$ cat src/rtl/acc8_pkg.sv
// Package acc8_pkg: widths, opcode constants, status codes and decode
// helpers shared by the accumulator core and its ALU.
// Assumes an 8-bit datapath and a 256-byte shared code/data memory.
package acc8_pkg;

    localparam int unsigned DW = 8;
    localparam int unsigned AW = 8;

    // one-byte opcodes (bits 7:4 == 0)
    localparam logic [7:0] OP_NOP = 8'h00;
    localparam logic [7:0] OP_HLT = 8'h01;
    localparam logic [7:0] OP_INA = 8'h02;
    localparam logic [7:0] OP_INC = 8'h03;
    localparam logic [7:0] OP_DEC = 8'h04;
    localparam logic [7:0] OP_INX = 8'h05;
    localparam logic [7:0] OP_DEX = 8'h06;
    localparam logic [7:0] OP_TAX = 8'h07;
    localparam logic [7:0] OP_TXA = 8'h08;
    localparam logic [7:0] OP_PSH = 8'h09;
    localparam logic [7:0] OP_POP = 8'h0A;
    localparam logic [7:0] OP_RET = 8'h0B;
    localparam logic [7:0] OP_CLC = 8'h0C;
    localparam logic [7:0] OP_SEC = 8'h0D;

    // operand groups (bits 7:4)
    localparam logic [3:0] G_LDA  = 4'h1;
    localparam logic [3:0] G_LDX  = 4'h2;
    localparam logic [3:0] G_STA  = 4'h3;
    localparam logic [3:0] G_ADD  = 4'h4;
    localparam logic [3:0] G_ADC  = 4'h5;
    localparam logic [3:0] G_SUB  = 4'h6;
    localparam logic [3:0] G_SBC  = 4'h7;
    localparam logic [3:0] G_AND  = 4'h8;
    localparam logic [3:0] G_ORA  = 4'h9;
    localparam logic [3:0] G_XOR  = 4'hA;
    localparam logic [3:0] G_CMP  = 4'hB;
    localparam logic [3:0] G_FLOW = 4'hC;

    // addressing modes (bits 1:0)
    localparam logic [1:0] M_IMM = 2'd0;
    localparam logic [1:0] M_DIR = 2'd1;
    localparam logic [1:0] M_IDX = 2'd2;

    // flow-control selectors (bits 3:0 of group C)
    localparam logic [3:0] F_JMP  = 4'h0;
    localparam logic [3:0] F_BZ   = 4'h1;
    localparam logic [3:0] F_BP   = 4'h2;
    localparam logic [3:0] F_BC   = 4'h3;
    localparam logic [3:0] F_CALL = 4'h4;

    typedef enum logic [2:0] {
        ST_RUN     = 3'd0,
        ST_DONE    = 3'd1,
        ST_NODATA  = 3'd2,
        ST_BADDATA = 3'd3,
        ST_BADOP   = 3'd4
    } run_status_t;

    typedef enum logic [3:0] {
        ALU_PASS, ALU_ADD, ALU_ADC, ALU_SUB, ALU_SBC,
        ALU_AND, ALU_OR, ALU_XOR, ALU_INC, ALU_DEC
    } alu_op_t;

    typedef enum logic [2:0] {
        S_FETCH, S_DECODE, S_OPND, S_ADDR, S_MEMRD, S_STOP
    } cpu_state_t;

    // True when the opcode byte belongs to the fixed map.
    function automatic logic op_legal(logic [7:0] op);
        logic [3:0] g;
        g = op[7:4];
        if (g == 4'h0)
            return op <= OP_SEC;
        if (g >= G_LDA && g <= G_CMP)
            return (op[3:2] == 2'b00) && (op[1:0] != 2'd3) &&
                   !(g == G_STA && op[1:0] == M_IMM);
        if (g == G_FLOW)
            return op[3:0] <= F_CALL;
        return 1'b0;
    endfunction

    // ALU operation used by an operand group (compare reuses subtract).
    function automatic alu_op_t group_alu(logic [3:0] g);
        case (g)
            G_ADD:   return ALU_ADD;
            G_ADC:   return ALU_ADC;
            G_SUB:   return ALU_SUB;
            G_SBC:   return ALU_SBC;
            G_AND:   return ALU_AND;
            G_ORA:   return ALU_OR;
            G_XOR:   return ALU_XOR;
            G_CMP:   return ALU_SUB;
            default: return ALU_PASS;
        endcase
    endfunction

endpackage

$ cat src/rtl/acc8_mem.sv
// Module acc8_mem: synchronous single-port byte memory shared by code and
// data, with a preload write port that takes priority over core writes.
// Assumes a read result one cycle after the address is presented; contents
// are not reset.
module acc8_mem #(
    parameter int unsigned AW = 8,
    parameter int unsigned DW = 8
) (
    input  logic          clk,
    input  logic [AW-1:0] addr,
    input  logic          we,
    input  logic [DW-1:0] wd,
    input  logic          pre_we,
    input  logic [AW-1:0] pre_addr,
    input  logic [DW-1:0] pre_data,
    output logic [DW-1:0] rdata
);
    localparam int unsigned DEPTH = 1 << AW;

    logic [DW-1:0] store [DEPTH];

    // Write (preload first, then core) and registered read.
    always_ff @(posedge clk) begin
        if (pre_we)
            store[pre_addr] <= pre_data;
        else if (we)
            store[addr] <= wd;
        rdata <= store[addr];
    end

endmodule

$ cat src/rtl/acc8_alu.sv
// Module acc8_alu: combinational 8-bit ALU for the accumulator core.
// Carry out is the add carry or the subtract borrow; logic ops clear it;
// pass, increment and decrement return the incoming carry unchanged.
module acc8_alu
    import acc8_pkg::*;
(
    input  alu_op_t       op,
    input  logic [DW-1:0] a,
    input  logic [DW-1:0] b,
    input  logic          cin,
    output logic [DW-1:0] res,
    output logic          cout
);
    logic [DW:0] wide;

    // Select the operation and split the widened result.
    always_comb begin
        wide = {1'b0, b};
        cout = cin;
        case (op)
            ALU_ADD: wide = {1'b0, a} + {1'b0, b};
            ALU_ADC: wide = {1'b0, a} + {1'b0, b} + {{DW{1'b0}}, cin};
            ALU_SUB: wide = {1'b0, a} - {1'b0, b};
            ALU_SBC: wide = {1'b0, a} - {1'b0, b} - {{DW{1'b0}}, cin};
            ALU_AND: wide = {1'b0, a & b};
            ALU_OR:  wide = {1'b0, a | b};
            ALU_XOR: wide = {1'b0, a ^ b};
            ALU_INC: wide = {cin, a + 8'd1};
            ALU_DEC: wide = {cin, a - 8'd1};
            default: wide = {cin, b};
        endcase
        res  = wide[DW-1:0];
        cout = wide[DW];
    end

    // Borrow must match unsigned magnitude order.
    always_comb begin
        if (op == ALU_SUB)
            AST_SUB_BORROW: assert (cout == (a < b));
        if (op == ALU_AND || op == ALU_OR || op == ALU_XOR)
            AST_LOGIC_CLEARS_C: assert (!cout);
    end

endmodule

$ cat src/rtl/acc8_core.sv
// Module acc8_core: single-accumulator 8-bit processor with index register,
// downward stack, Z/P/C flags and a five-valued run status.
// Assumes the memory is preloaded while rst_n is low; runs from address 0
// after reset and stops for good once status leaves running.
module acc8_core
    import acc8_pkg::*;
(
    input  logic          clk,
    input  logic          rst_n,
    input  logic          pre_we,
    input  logic [AW-1:0] pre_addr,
    input  logic [DW-1:0] pre_data,
    input  logic          in_valid,
    input  logic [DW-1:0] in_data,
    input  logic          in_ferr,
    output logic [2:0]    status,
    output logic [DW-1:0] acc_q,
    output logic [DW-1:0] idx_q,
    output logic [AW-1:0] sp_q,
    output logic [AW-1:0] pc_q,
    output logic          flag_z,
    output logic          flag_p,
    output logic          flag_c
);
    cpu_state_t    state, n_state;
    run_status_t   st, n_st;
    logic [AW-1:0] pc, n_pc, sp, n_sp, ear, n_ear;
    logic [DW-1:0] ir, n_ir, a, n_a, x, n_x;
    logic          fz, fp, fc, n_fz, n_fp, n_fc;

    logic [AW-1:0] mem_addr;
    logic          mem_we;
    logic [DW-1:0] mem_wd, rdata;

    alu_op_t       alu_op;
    logic [DW-1:0] alu_res;
    logic          alu_c;
    logic          do_grp;
    logic          taken;

    acc8_mem #(.AW(AW), .DW(DW)) u_mem (
        .clk      (clk),
        .addr     (mem_addr),
        .we       (mem_we),
        .wd       (mem_wd),
        .pre_we   (pre_we),
        .pre_addr (pre_addr),
        .pre_data (pre_data),
        .rdata    (rdata)
    );

    acc8_alu u_alu (
        .op   (alu_op),
        .a    (a),
        .b    (rdata),
        .cin  (fc),
        .res  (alu_res),
        .cout (alu_c)
    );

    // Pick the ALU operation: inc/dec in decode, group op otherwise.
    always_comb begin
        if (state == S_DECODE)
            alu_op = (rdata == OP_INC) ? ALU_INC :
                     (rdata == OP_DEC) ? ALU_DEC : ALU_PASS;
        else
            alu_op = group_alu(ir[7:4]);
    end

    // Evaluate the branch condition of a flow-control opcode.
    always_comb begin
        case (ir[3:0])
            F_BZ:    taken = fz;
            F_BP:    taken = fp;
            F_BC:    taken = fc;
            default: taken = 1'b1;
        endcase
    end

    // Next-state, register and memory-port logic of the sequencer.
    always_comb begin
        n_state  = state;
        n_st     = st;
        n_pc     = pc;
        n_sp     = sp;
        n_ear    = ear;
        n_ir     = ir;
        n_a      = a;
        n_x      = x;
        n_fz     = fz;
        n_fp     = fp;
        n_fc     = fc;
        mem_addr = pc;
        mem_we   = 1'b0;
        mem_wd   = a;
        do_grp   = 1'b0;

        case (state)
            S_FETCH: begin
                mem_addr = pc;
                n_pc     = pc + 8'd1;
                n_state  = S_DECODE;
            end
            S_DECODE: begin
                n_ir    = rdata;
                n_state = S_FETCH;
                if (!op_legal(rdata)) begin
                    n_st    = ST_BADOP;
                    n_state = S_STOP;
                end else if (rdata[7:4] != 4'h0) begin
                    mem_addr = pc;
                    n_pc     = pc + 8'd1;
                    n_ear    = pc;
                    n_state  = S_OPND;
                end else begin
                    case (rdata)
                        OP_HLT: begin
                            n_st    = ST_DONE;
                            n_state = S_STOP;
                        end
                        OP_INA: begin
                            if (!in_valid) begin
                                n_st    = ST_NODATA;
                                n_state = S_STOP;
                            end else if (in_ferr) begin
                                n_st    = ST_BADDATA;
                                n_state = S_STOP;
                            end else begin
                                n_a  = in_data;
                                n_fz = (in_data == '0);
                                n_fp = ~in_data[DW-1];
                            end
                        end
                        OP_INC, OP_DEC: begin
                            n_a  = alu_res;
                            n_fz = (alu_res == '0);
                            n_fp = ~alu_res[DW-1];
                        end
                        OP_INX: begin
                            n_x  = x + 8'd1;
                            n_fz = (x == 8'hFF);
                            n_fp = ~(x + 8'd1) >> (DW-1) == 8'd1;
                        end
                        OP_DEX: begin
                            n_x  = x - 8'd1;
                            n_fz = (x == 8'h01);
                            n_fp = ~(x - 8'd1) >> (DW-1) == 8'd1;
                        end
                        OP_TAX: begin
                            n_x  = a;
                            n_fz = (a == '0);
                            n_fp = ~a[DW-1];
                        end
                        OP_TXA: begin
                            n_a  = x;
                            n_fz = (x == '0);
                            n_fp = ~x[DW-1];
                        end
                        OP_PSH: begin
                            mem_addr = sp - 8'd1;
                            mem_we   = 1'b1;
                            mem_wd   = a;
                            n_sp     = sp - 8'd1;
                        end
                        OP_POP, OP_RET: begin
                            mem_addr = sp;
                            n_sp     = sp + 8'd1;
                            n_state  = S_MEMRD;
                        end
                        OP_CLC: n_fc = 1'b0;
                        OP_SEC: n_fc = 1'b1;
                        default: ;
                    endcase
                end
            end
            S_OPND: begin
                n_state = S_FETCH;
                if (ir[7:4] == G_FLOW) begin
                    n_ear = rdata;
                    if (ir[3:0] == F_CALL) begin
                        mem_addr = sp - 8'd1;
                        mem_we   = 1'b1;
                        mem_wd   = pc;
                        n_sp     = sp - 8'd1;
                    end
                    if (taken)
                        n_pc = rdata;
                end else if (ir[1:0] == M_IMM) begin
                    do_grp = 1'b1;
                end else begin
                    n_ear   = (ir[1:0] == M_IDX) ? rdata + x : rdata;
                    n_state = S_ADDR;
                end
            end
            S_ADDR: begin
                mem_addr = ear;
                if (ir[7:4] == G_STA) begin
                    mem_we  = 1'b1;
                    mem_wd  = a;
                    n_state = S_FETCH;
                end else begin
                    n_state = S_MEMRD;
                end
            end
            S_MEMRD: begin
                n_state = S_FETCH;
                if (ir == OP_POP) begin
                    n_a  = rdata;
                    n_fz = (rdata == '0);
                    n_fp = ~rdata[DW-1];
                end else if (ir == OP_RET) begin
                    n_pc = rdata;
                end else begin
                    do_grp = 1'b1;
                end
            end
            default: n_state = S_STOP;
        endcase

        if (do_grp) begin
            case (ir[7:4])
                G_LDA: begin
                    n_a  = rdata;
                    n_fz = (rdata == '0);
                    n_fp = ~rdata[DW-1];
                end
                G_LDX: begin
                    n_x  = rdata;
                    n_fz = (rdata == '0);
                    n_fp = ~rdata[DW-1];
                end
                G_CMP: begin
                    n_fz = (alu_res == '0);
                    n_fp = ~alu_res[DW-1];
                    n_fc = alu_c;
                end
                default: begin
                    n_a  = alu_res;
                    n_fz = (alu_res == '0);
                    n_fp = ~alu_res[DW-1];
                    n_fc = alu_c;
                end
            endcase
        end
    end

    // Register update with synchronous active-low reset.
    always_ff @(posedge clk) begin
        if (!rst_n) begin
            state <= S_FETCH;
            st    <= ST_RUN;
            pc    <= '0;
            sp    <= '0;
            ear   <= '0;
            ir    <= '0;
            a     <= '0;
            x     <= '0;
            fz    <= 1'b0;
            fp    <= 1'b0;
            fc    <= 1'b0;
        end else begin
            state <= n_state;
            st    <= n_st;
            pc    <= n_pc;
            sp    <= n_sp;
            ear   <= n_ear;
            ir    <= n_ir;
            a     <= n_a;
            x     <= n_x;
            fz    <= n_fz;
            fp    <= n_fp;
            fc    <= n_fc;
        end
    end

    assign status = st;
    assign acc_q  = a;
    assign idx_q  = x;
    assign sp_q   = sp;
    assign pc_q   = pc;
    assign flag_z = fz;
    assign flag_p = fp;
    assign flag_c = fc;

    AST_FETCH_STEP: assert property (@(posedge clk) disable iff (!rst_n)
        (state == S_FETCH) |=> (pc == $past(pc) + 8'd1));

    AST_INDEX_EAR: assert property (@(posedge clk) disable iff (!rst_n)
        (state == S_OPND && ir[7:4] != G_FLOW && ir[1:0] == M_IDX)
        |=> (ear == $past(rdata) + $past(x)));

    AST_PUSH_SP: assert property (@(posedge clk) disable iff (!rst_n)
        (state == S_DECODE && rdata == OP_PSH) |=> (sp == $past(sp) - 8'd1));

    AST_HALT_DONE: assert property (@(posedge clk) disable iff (!rst_n)
        (state == S_DECODE && rdata == OP_HLT) |=> (status == ST_DONE));

    AST_STOP_FROZEN: assert property (@(posedge clk) disable iff (!rst_n)
        (status != ST_RUN) |=> ($stable(status) && $stable(pc) && $stable(acc_q)));

    AST_BAD_OPCODE: assert property (@(posedge clk) disable iff (!rst_n)
        (state == S_DECODE && !op_legal(rdata)) |=> (status == ST_BADOP));

endmodule

$ cat config.mk
export PLATFORM = sky130hd
export DESIGN_NAME = acc8_core
export DESIGN_NICKNAME = d
export VERILOG_FILES = /design/src/rtl/acc8_pkg.sv /design/src/rtl/acc8_mem.sv /design/src/rtl/acc8_alu.sv /design/src/rtl/acc8_core.sv
export SDC_FILE = /design/constraint.sdc
export NUM_CORES = 2
export LEC_CHECK = 0
export BUFFER_PORTS_ARGS = -buffer_cell sky130_fd_sc_hd__buf_4
export CAP_MARGIN = 15
export CORE_UTILIZATION = 51
export DETAILED_ROUTE_END_ITERATION = 10
export PLACE_DENSITY_LB_ADDON = 0.12
export SETUP_SLACK_MARGIN = 0.15
export SKIP_LAST_GASP = 1
export SYNTH_ARGS = -nofsm -noshare
export SYNTH_HDL_FRONTEND = slang
export SYNTH_SLANG_ARGS = --single-unit
$ cat constraint.sdc
create_clock -name clk -period 40.4 [get_ports clk]
set_input_delay 4.04 -clock clk [delete_from_list [all_inputs] [get_ports clk]]
set_output_delay 4.04 -clock clk [all_outputs]
set_load 0.05 [all_outputs]
* Yosys cells after proc, flatten, opt, wreduce, memory -nomap -nowiden
Memory sizes are Yosys's and may differ from the RTL's. A register that Yosys moved wholly into a read port is not among the register bits. Index checks and enable logic that the tools add are counted.
Word-level totals: register bits after elaboration 57, memory bits (writable) 2048, memory bits (read-only) 48, output and inout bits 38, word-level logic and storage cells 258, memories kept 2
Cells by class: $add $sub $neg 12, magnitude comparators 4, eq/ne operators 65, multiplexer cells 124, bitwise gates (word level) 10, reduce and logical (&&, ||, !) cells 30
Memory list:
- u_mem.store | depth 256, bits a word 8, read ports 1, clocked after Yosys merged registers in 1, wr ports 1, line acc8_mem.sv:20 | logic [DW-1:0] store [DEPTH];
- (name not given) | depth 16, bits a word 3, read ports 1, clocked after Yosys merged registers in 1, wr ports 0, line acc8_pkg.sv:84 | case (g)
Operators by type and width (count):
- $mux 8 | 35
- $pmux 8 s2 | 6
- $pmux 9 s9 | 1
- $pmux 8 s3 | 3
- $eq 8x4->1 const B | 8
- $mux 1 | 51
- $logic_not 8->1 | 5
- $add 8x1->8 const B | 4
- $eq 8x3->1 const B | 4
- $pmux 8 s4 | 1
- $eq 4x2->1 const B | 7
- $mux 3 | 9
- $sub 8x1->8 const B | 3
- $eq 4x3->1 const B | 5
- $eq 4x4->1 const B | 5
- $mux 4 | 5
- $eq 8x1->1 const B | 2
- $eq 8x2->1 const B | 2
- $ne 2x2->1 const B | 8
- $not 8->8 | 2
- $ne 3x3->1 const B | 5
- $pmux 3 s5 | 1
- $reduce_and 7->1 | 2
- $eq 4x1->1 const B | 3
- 43 further kinds | 68

* Longest topological paths before layout
word-level depth 19, gate-level depth with buffers 19

* Hierarchy
From an unflattened synthesis, not the netlist that was laid out.
Unflattened totals: cell total of the unflattened synthesis 4937, area, all modules 87368.8 µm²
By module, submodules not included:
- acc8_mem | times used 1, cells an instance 3834, area each 79582.6 µm², sequential area each 61659.1 µm²
- acc8_core | times used 1, cells an instance 780, area each 5512.8 µm², sequential area each 1201.2 µm²
- acc8_alu | times used 1, cells an instance 323, area each 2273.4 µm², sequential area each 0.0 µm²

* Least setup slack after synthesis
No wires, ideal clock.
path type input port to flip-flop, from in pre_we, to mem u_mem.store[0][6], data pin, library setup time 2.188 ns, data arrival time 14.736 ns, data required time 38.212 ns, slack 23.476 ns, stages 6, buffers on the path 3, cells stage by stage inv_1 > nand2_1 > clkbuf_1 > clkbuf_1 > clkbuf_1 > o21ai_0
Between the ends: cells in the longest elaborated chain, start to end 4
RTL lines:
- start, declared | line acc8_core.sv:10 | input logic pre_we,
- $mux 1 | line acc8_mem.sv:24 | if (pre_we)
- $mux 1 (implied by the code) | line acc8_mem.sv:27 | store[addr] <= wd;
- $reduce_or 8->1 (no line)
- $mux 8 (no line)
- end, declared | line acc8_mem.sv:20
Every way passes these cells.

* Worst setup path after layout
from reg state[2], to reg u_mem.rdata[3], read port of u_mem.store
Between the ends: cells in the longest elaborated chain, start to end 2, elaborated cells between the ends (all ways) 4, classes of those cells eq/ne: 3; mux: 1
RTL lines:
- start, declared | line acc8_core.sv:25 | cpu_state_t state, n_state;
- start signal, assigned | line acc8_core.sv:262 | state <= n_state;
- $eq 3x2->1 / $eq 3x1->1 (equally long branches) | line acc8_core.sv:98 | case (state)
- $pmux 8 s3 (*) | line acc8_core.sv:98
- end, declared | line acc8_mem.sv:16 | output logic [DW-1:0] rdata
Mark *: on every way between the ends. The rest lies on a longest branch, timed or not. A chain may end at the register's enable or synchronous reset.

==> summary.txt <==
Run status
  – Status: completed

Detailed routing
  – Vias: 56925
  – Router iterations before antenna repair: 6
  – Starting DRT DRC Count: 7664
  – Routed WL: 257 mm
  – Vias per cell: 6.25
  – DRC: 0
  – Antenna Violating Nets Remaining: 0
  – Routed len/inst: 28.2 um

Critical path
  – Worst setup EP type: register
  – CP required: 41.05 ns
  – Setup crit start kind: register
  – Crit Path Category: reg2reg
  – R2r startpoint: state[2]
  – Crit path from: state[2]
  – Critical path data arrival time: 8.16 ns
  – Maximum fanout along the worst path: 58

Die
  – Die width: 419 um
  – Core area: 0.172 mm2
  – Row Count: 152
  – IO Pins: 67
  – Die Ht: 419 um
  – Starting density of the core: 51.5%
  – Die ar.: 0.175 mm2

Power
  – Maximum vdd ir drop: 49.5 uV
  – Overall power: 6.40 mW
  – Pwr Density: 65.5 mW/mm2
  – P_leak: 32.4 nW

Layout
  – Most frequent cells in the layout: 2048 x edfxtp_1, 1511 x nand2_1, 642 x nand3_1
  – Final nets: 6686
  – Commonest non-fill, non-tap cell in the layout: edfxtp_1
  – Area Overhead vs Synth: 10.6%
  – Share of layout cells above drive strength 1: 10.3%
  – Final Core Density: 56.9%
  – Finished Layout Cells: 9105

STA
  – Final Skew: 0.0350 ns
  – Final setup fails: 0
  – Slew margin rel.: 20.6%
  – Clock period minus worst slack: 7.51 ns
  – Setup TNS: 0 ns
  – Worst slew pin tran: 1.18 ns
  – RSZ-0062 raised after global routing: false
  – Final worst setup slack: 32.89 ns
  – Achievable frequency: 133 MHz
  – Pins Over Slew Limit: 0
  – Final Hold Viols: 0
  – Fin crit share: 18.6%

Clock tree
  – Clock sinks: 2116
  – # hold bufs at CTS: 0
  – Worst-Skew Late Latency: 0.84 ns
  – CTS tree: yes
  – Root Driver: clkbuf_16
  – Clk slew on worst S/H paths: 0.06 ns
  – CTS resizes: 0
  – H-tree levels: 4
  – Num CTS Buffers: 205
  – CTS max path bufs: 3
  – Setup Fix Bufs, Post-CTS: 0

Hold path
  – Start point of the worst min-delay path: ear[7]
  – Worst Hold Class: reg2reg

Logic synthesis
  – Yosys warns: 0
  – Post-Syn Nets: 6731
  – Async SR Flop Fraction: 0%
  – Yosys cell types: 96
  – Sequential element share of the synthesized area: 71.0%
  – Post-synth top flop: edfxtp_1
  – Synth Cell Area: 0.0885 mm2
  – Synth Instances: 6652
  – Number of synthesized flops with an enable pin: 2048
  – Mean post-synth cell area: 13.3 um2
  – FF+latch count, synth: 2116

Job
  – Max Cap Violations: 0

Place
  – Post-DP HPWL: 155 mm
  – Pre-CTS WS: 32.69 ns
  – Final GP Congestion: 0.930
  – Port Buffer Count: 66
  – Dpl cells: 8709

Global routing
  – GR Util All Layers: 29.1%
  – Antenna violations before repair: 6
  – Largest net degree at the start of global routing: 151
  – Global route overflow: 0
  – Vias in the first global route: 54352
  – Global-route wire length before repair: 372 mm
-- state kept, by name, summed over array words and instances, names as in the netlist, 8 cells and up, named ones only --
register,cells
acc_q,8
ear,8
idx_q,8
ir,8
pc_q,8
sp_q,8
u_mem.rdata,8
u_mem.store,2048
-- final timing paths --
check                                      end  cells past startpoint  slack (ns)
worst min-delay path                    ear[7]                      2        0.49
worst max register to register  u_mem.rdata[3]                     15       32.89
worst max-delay path            u_mem.rdata[3]                     15       32.89
worst min register to register          ear[7]                      2        0.49
-- power by group --
group	leakage [nW]	internal (mW)	switching, mW	total (mW)
combinational	10.1	0.603	1.38	1.98
sequential	19.0	2.43	0.0496	2.48
clock	3.29	1.11	0.831	1.94
total	32.4	4.14	2.26	6.40
-- synthesized netlist by cell type, drive strengths merged (41+ instances only) --
master     n  share of area (%)
a311oi    59               0.58
nand4    120               0.85
nand3    642                3.6
nor3      41               0.24
ha        47               0.66
nand2   1528                6.5
mux4     102                2.6
edfxtp  2048                 70
dfxtp     68                1.5
mux2i    131                1.5
inv       42               0.18
o21ai     87               0.49
clkbuf   155               0.66
nor4      44               0.33
buf      293                1.9
nor2     383                1.6
a211oi    51               0.43
a21oi    198                1.1
a32oi    111                1.1
-- cells by family after synthesis --
logic type / count (synthesis) / synth area share [%]
flops: 2116 / 71.0
mux: 238 / 4.14
xor+xnor: 43 / 0.441
compound gates: 763 / 6.09
buf+inv: 491 / 2.77
simple gates: 2951 / 14.8
fa+ha+maj: 50 / 0.732
-- critical path, cell delays in order (launching register included) --
cell and delay (ns):
dfxtp_1 0.72, or3b_1 0.64, a31oi_1 0.20, or2_2 0.37, a21oi_4 0.14, buf_4 0.49, buf_4 0.74, and4_4 0.63
buf_4 0.68, buf_4 0.60, a32oi_1 0.20, nand4_1 0.24, o32ai_1 0.17, buf_4 0.21, nor4_1 0.98, nor4_1 0.15
-- stage by stage --
stage | hold WS, ns | area, um2
finish | 0.489 | 97800
global route | 0.528 | 97800
CTS | 0.477 | 97800
detailed placement | 0.469 | 91000
global placement | 0.457 | 90900
floorplan | 0.432 | 88500
-- final cells by class --
| type | instances | area (um2) |
|---|---|---|
| Fill cell | 13846 | 74100 |
| Clock buffer | 249 | 5360 |
| Tap cell | 2310 | 2890 |
| Antenna cell | 11 | 27.5 |
| Clock inverter | 135 | 1450 |
| Multi-Input combinational cell | 4045 | 23500 |
| Sequential cell | 2116 | 62900 |
| Inverter | 43 | 161 |
| Timing Repair Buffer | 196 | 1610 |
-- per-layer routing --
metal | routed length [um] | part of all wire, % | up-vias | GRT usage [%]
met2 | 117000 | 46 | 2970 | 44.7
met1 | 106000 | 41 | 28553 | 41.4
li1 | - | - | 24921 | -
met3 | 23600 | 9.2 | 473 | 5.64
met5 | 56 | 0.022 | - | 0
met4 | 10000 | 3.9 | 8 | 10.7
(Power assumes the default switching activity.)
